## src/rtl/bypass_fifo_pair.sv

```systemverilog
`timescale 1ns/1ps
module bypass_fifo_pair #(
  parameter int unsigned REQ_W     = 8,
  parameter int unsigned RSP_W     = 8,
  parameter int unsigned SPARE_W   = 1,
  parameter bit          REQ_PASS  = 1'b1,
  parameter bit          RSP_PASS  = 1'b0,
  parameter int unsigned REQ_DEPTH = 2,
  parameter int unsigned RSP_DEPTH = 3
) (
  input  logic               clk,
  input  logic               rst_n,
  input  logic               req_in_valid,
  output logic               req_in_ready,
  input  logic [REQ_W-1:0]   req_in_data,
  input  logic [SPARE_W-1:0] req_in_spare,
  output logic               req_out_valid,
  input  logic               req_out_ready,
  output logic [REQ_W-1:0]   req_out_data,
  output logic [SPARE_W-1:0] req_out_spare,
  input  logic               rsp_in_valid,
  output logic               rsp_in_ready,
  input  logic [RSP_W-1:0]   rsp_in_data,
  output logic               rsp_out_valid,
  input  logic               rsp_out_ready,
  output logic [RSP_W-1:0]   rsp_out_data
);
  localparam int unsigned QW = REQ_W + SPARE_W;

  logic [QW-1:0] rq_in, rq_out;
  assign rq_in = {req_in_spare, req_in_data};
  assign {req_out_spare, req_out_data} = rq_out;

  if (REQ_DEPTH > 16 || (REQ_DEPTH == 0 && !REQ_PASS)) begin : g_req_bad
    $error("request side: depth must be 0..16, and 0 needs pass-through");
  end
  if (RSP_DEPTH > 16 || (RSP_DEPTH == 0 && !RSP_PASS)) begin : g_rsp_bad
    $error("response side: depth must be 0..16, and 0 needs pass-through");
  end

  if (REQ_DEPTH == 0) begin : g_req_wire
    assign req_out_valid = rst_n & req_in_valid;
    assign rq_out        = rq_in;
    assign req_in_ready  = rst_n & req_out_ready;
  end else begin : g_req_q
    localparam int unsigned AW = (REQ_DEPTH > 1) ? $clog2(REQ_DEPTH) : 1;
    localparam int unsigned CW = $clog2(REQ_DEPTH + 1);
    logic [QW-1:0] mem [REQ_DEPTH];
    logic [AW-1:0] wp, rp;
    logic [CW-1:0] cnt;
    logic empty, full, thru, push, pop;

    assign empty         = (cnt == '0);
    assign full          = (cnt == CW'(REQ_DEPTH));
    assign thru          = REQ_PASS & empty;
    assign req_out_valid = rst_n & (thru ? req_in_valid : !empty);
    assign rq_out        = thru ? rq_in : mem[rp];
    assign req_in_ready  = rst_n & !full;
    assign push = req_in_valid & req_in_ready & !(thru & req_out_ready);
    assign pop  = req_out_valid & req_out_ready & !empty;

    always_ff @(posedge clk) begin
      if (!rst_n) begin
        wp  <= '0;
        rp  <= '0;
        cnt <= '0;
      end else begin
        if (push) wp <= (wp == AW'(REQ_DEPTH - 1)) ? '0 : wp + 1'b1;
        if (pop)  rp <= (rp == AW'(REQ_DEPTH - 1)) ? '0 : rp + 1'b1;
        cnt <= cnt + CW'(push) - CW'(pop);
      end
    end

    always_ff @(posedge clk) begin
      if (push) mem[wp] <= rq_in;
    end
  end

  if (RSP_DEPTH == 0) begin : g_rsp_wire
    assign rsp_out_valid = rst_n & rsp_in_valid;
    assign rsp_out_data  = rsp_in_data;
    assign rsp_in_ready  = rst_n & rsp_out_ready;
  end else begin : g_rsp_q
    localparam int unsigned AW = (RSP_DEPTH > 1) ? $clog2(RSP_DEPTH) : 1;
    localparam int unsigned CW = $clog2(RSP_DEPTH + 1);
    logic [RSP_W-1:0] mem [RSP_DEPTH];
    logic [AW-1:0] wp, rp;
    logic [CW-1:0] cnt;
    logic empty, full, thru, push, pop;

    assign empty         = (cnt == '0);
    assign full          = (cnt == CW'(RSP_DEPTH));
    assign thru          = RSP_PASS & empty;
    assign rsp_out_valid = rst_n & (thru ? rsp_in_valid : !empty);
    assign rsp_out_data  = thru ? rsp_in_data : mem[rp];
    assign rsp_in_ready  = rst_n & !full;
    assign push = rsp_in_valid & rsp_in_ready & !(thru & rsp_out_ready);
    assign pop  = rsp_out_valid & rsp_out_ready & !empty;

    always_ff @(posedge clk) begin
      if (!rst_n) begin
        wp  <= '0;
        rp  <= '0;
        cnt <= '0;
      end else begin
        if (push) wp <= (wp == AW'(RSP_DEPTH - 1)) ? '0 : wp + 1'b1;
        if (pop)  rp <= (rp == AW'(RSP_DEPTH - 1)) ? '0 : rp + 1'b1;
        cnt <= cnt + CW'(push) - CW'(pop);
      end
    end

    always_ff @(posedge clk) begin
      if (push) mem[wp] <= rsp_in_data;
    end
  end
endmodule

```

## config.mk

```make
export PLATFORM = sky130hd
export DESIGN_NAME = bypass_fifo_pair
export DESIGN_NICKNAME = d
export VERILOG_FILES = /design/src/rtl/bypass_fifo_pair.sv
export SDC_FILE = /design/constraint.sdc
export NUM_CORES = 1
export LEC_CHECK = 0
export ABC_AREA = 1
export BUFFER_PORTS_ARGS = -buffer_cell sky130_fd_sc_hd__buf_4
export CAP_MARGIN = 20
export CORE_ASPECT_RATIO = 1.75
export CORE_MARGIN = 1
export CORE_UTILIZATION = 25
export DETAILED_ROUTE_END_ITERATION = 10
export PLACE_DENSITY = 0.46
export SLEW_MARGIN = 20
export SYNTH_ARGS = -nofsm -noshare
export SYNTH_HDL_FRONTEND = slang
export SYNTH_SLANG_ARGS = --single-unit
```

## constraint.sdc

```tcl
create_clock -name clk -period 1.4 [get_ports clk]
set_input_delay 0.14 -clock clk [delete_from_list [all_inputs] [get_ports clk]]
set_output_delay 0.14 -clock clk [all_outputs]
set_load 0.005 [all_outputs]
```

==> results.cfg <==
[floorplanning]
die_x_um = 75.21
ioPinCount = 44
core_um2 = 9094
dieArea_um2 = 9786
chipHeight_um = 130.1
floorplan.initialDensity_pct = 25.78
rows = 46

[routing]
drt.antenna.violating_nets = 0
drt-pass1-iter-count = 4
avgRoutedWirePerCell_um = 12.46
routed_wl_um = 5160
drt_iter0_drc = 51
drc_errors = 0
vias_per_cell = 4.070
vias = 1685

[global_route]
grt_pass1_wl_um = 7803
grt_start_max_net_pins = 19
grt_overflow = 0
antenna_found_initial = 0
gr-usage-all-layers_pct = 11.07
grt_pass1_vias = 1621

[run_status]
status = finished with violations
violations = negative setup slack

[setup_path]
crit_fanout = 4
endpoint_kind = flop
crit_type = reg2reg
crit_arrival_ns = 1.73
start_kind = flop
crit_required_ns = 1.59

[power]
p_leak_nw = 1.446
p_per_area_nw_per_um2 = 1217
vdd_ir_drop_max_mv = 0.6254

[clock_tree]
clock_latency_ns = 0.29
cts_buffers = 5
cts_root_buf = clkbuf_16
tritoncts = done
clk_path_buf_depth = 2
clk_pin_slew_worst_paths_ns = 0.07
h-tree-depth = 2
clock_sinks = 55

[run]
maxCapViolCount = 0

[synthesis]
netlist_area_um2 = 2345
synth_common_cells = edfxtp_1, nand2_1, inv_1
synth_seq_cells = 55
ys_types = 23
synth_edf_count = 42
seq_area_frac_synth_pct = 64.89
netlist_top_cells_area = edfxtp_1, dfxtp_1, nand2_1, inv_1, a21oi_1
synth.most_common_cell = edfxtp_1
async_flop_share_pct = 0
ys.flop_type = edfxtp_1
synth_area_leader_cell = edfxtp_1
ys_warn_count = 0
synth.avg_cell_area_um2 = 11.01
synth_nets = 240
yosys.area.top_type_share_pct = 53.79
synth_cells = 213

[placed_design]
place_congestion = 0.6849
place_area_um2 = 2943
port_buffers = 43
hpwl_um = 3294

[timing]
finalSetupTns_ns = -1.785
fin_crit_sh_pct = 110.1
fin_ws_ns = -0.1417
slew_headroom_pct = 77.12
fmaxAchievable_mhz = 648.6
tightest_slew_ns = 0.3396
period_minus_slack_ns = 1.542
setup_viol = 21
finalHoldViolations = 0
clock_skew_ns = 0.005069
rsz0062_at_grt = true
drv_slew = 0

[hold_path]
hp-class = in2reg

[finish]
final_nets = 320
layout-drive-gt1-share_pct = 49.32
diodes = 0
final_area_um2 = 3502
synthToLayoutAreaGrowth_pct = 49.36
## layout by cell type (no fill, tap or decap), types with 8 or more instances in the layout
| cell type | n |
|---|---|
| a21oi_1 | 18 |
| nand2_1 | 31 |
| o21ai_0 | 10 |
| edfxtp_1 | 42 |
| clkbuf_16 | 8 |
| buf_4 | 65 |
| nor2_1 | 14 |
| buf_6 | 8 |
| nand2_2 | 12 |
| o21ai_2 | 9 |
| inv_1 | 20 |
## state kept, by name, summed over array words and instances, names as in the netlist, named ones only
name	count
g_req_q.cnt	2
g_req_q.mem	18
g_req_q.rp	1
g_req_q.wp	1
g_rsp_q.cnt	2
g_rsp_q.mem	24
g_rsp_q.rp	2
g_rsp_q.wp	2
## final timing paths
kind	start	end	slack [ns]	cells past startpoint
max	g_req_q.cnt[1]$_SDFF_PN0_	g_req_q.cnt[1]$_SDFF_PN0_	-0.14	10
min reg2reg	g_rsp_q.rp[0]$_SDFFE_PN0N_	flop	0.48	2
max reg2reg	g_req_q.cnt[1]$_SDFF_PN0_	g_req_q.cnt[1]$_SDFF_PN0_	-0.14	10
min	rsp_in_data[4]	g_rsp_q.mem[2][4]$_DFFE_PP_	0.04	1
## layout make-up
| cell class | count | area [µm²] |
|---|---|---|
| inverters | 28 | 110.1 |
| repair buffers | 80 | 735.7 |
| clock buffers | 7 | 142.6 |
| well taps | 120 | 150.1 |
| flip-flops and latches | 55 | 1543 |
| multi-input cells | 123 | 812.0 |
| fillers | 937 | 5592 |
| clock inverters | 1 | 8.758 |
## where the power goes
group	leakage (nW)	total (mW)	switching, mW	internal [mW]
clock network	0.0741	1.27	0.552	0.717
registers	0.493	1.91	0.0676	1.84
logic	0.879	1.08	0.474	0.610
total	1.45	4.26	1.09	3.17
## worst max-delay path, cell delays in order (launching register included)
cell	delay, ns
dfxtp_4	0.36
nor2_4	0.16
nand2_2	0.08
nand2_2	0.11
ha_4	0.21
inv_2	0.06
ha_4	0.13
xor2_2	0.15
nand2_1	0.08
nand2_1	0.06
nor2_1	0.04
## cells by family (layout without fill, tap and decap cells)
group	after synthesis	in the layout	synth area share [%]
flops	55	55	64.89
simple gates	73	73	13.66
compound gates	43	43	10.83
buf+inv	35	116	7.364
xor+xnor	3	3	1.121
fa+ha+maj	4	4	2.135
## through the flow
step | hold WS (ns) | std cells | worst slack (ns) | power [mW] | utilization, %
after floorplan | 0.2389 | 213 | -0.1245 | 2.343 | -
after global placement | 0.3343 | 392 | -0.1430 | 2.662 | 32.36
after detailed placement | 0.3359 | 392 | -0.2124 | 2.671 | 32.36
after CTS | 0.02879 | 412 | -0.2046 | 4.147 | 36.30
after global routing | 0.02479 | 414 | -0.2295 | 4.473 | 38.51
final | 0.03711 | 414 | -0.1417 | 4.262 | 38.51
## layer usage
layer	share of wire, %	global-route usage, %	wire length (µm)
met5	0	0	0
met4	2.9	5.664	148
met3	4.4	3.012	227
met1	40	12.10	2059
met2	53	19.18	2725
## timing repair
| item | in CTS | in global routing |
|---|---|---|
| resized for setup | 31 | 40 |
| buffers inserted | 11 | 9 |
| endpoints found under the setup margin | 20 | 54 |
| pin swaps | 15 | 12 |
| hold buffers | 0 | 0 |
| gates cloned | 1 | 3 |
No activity file was read; power rests on OpenSTA's default activity.
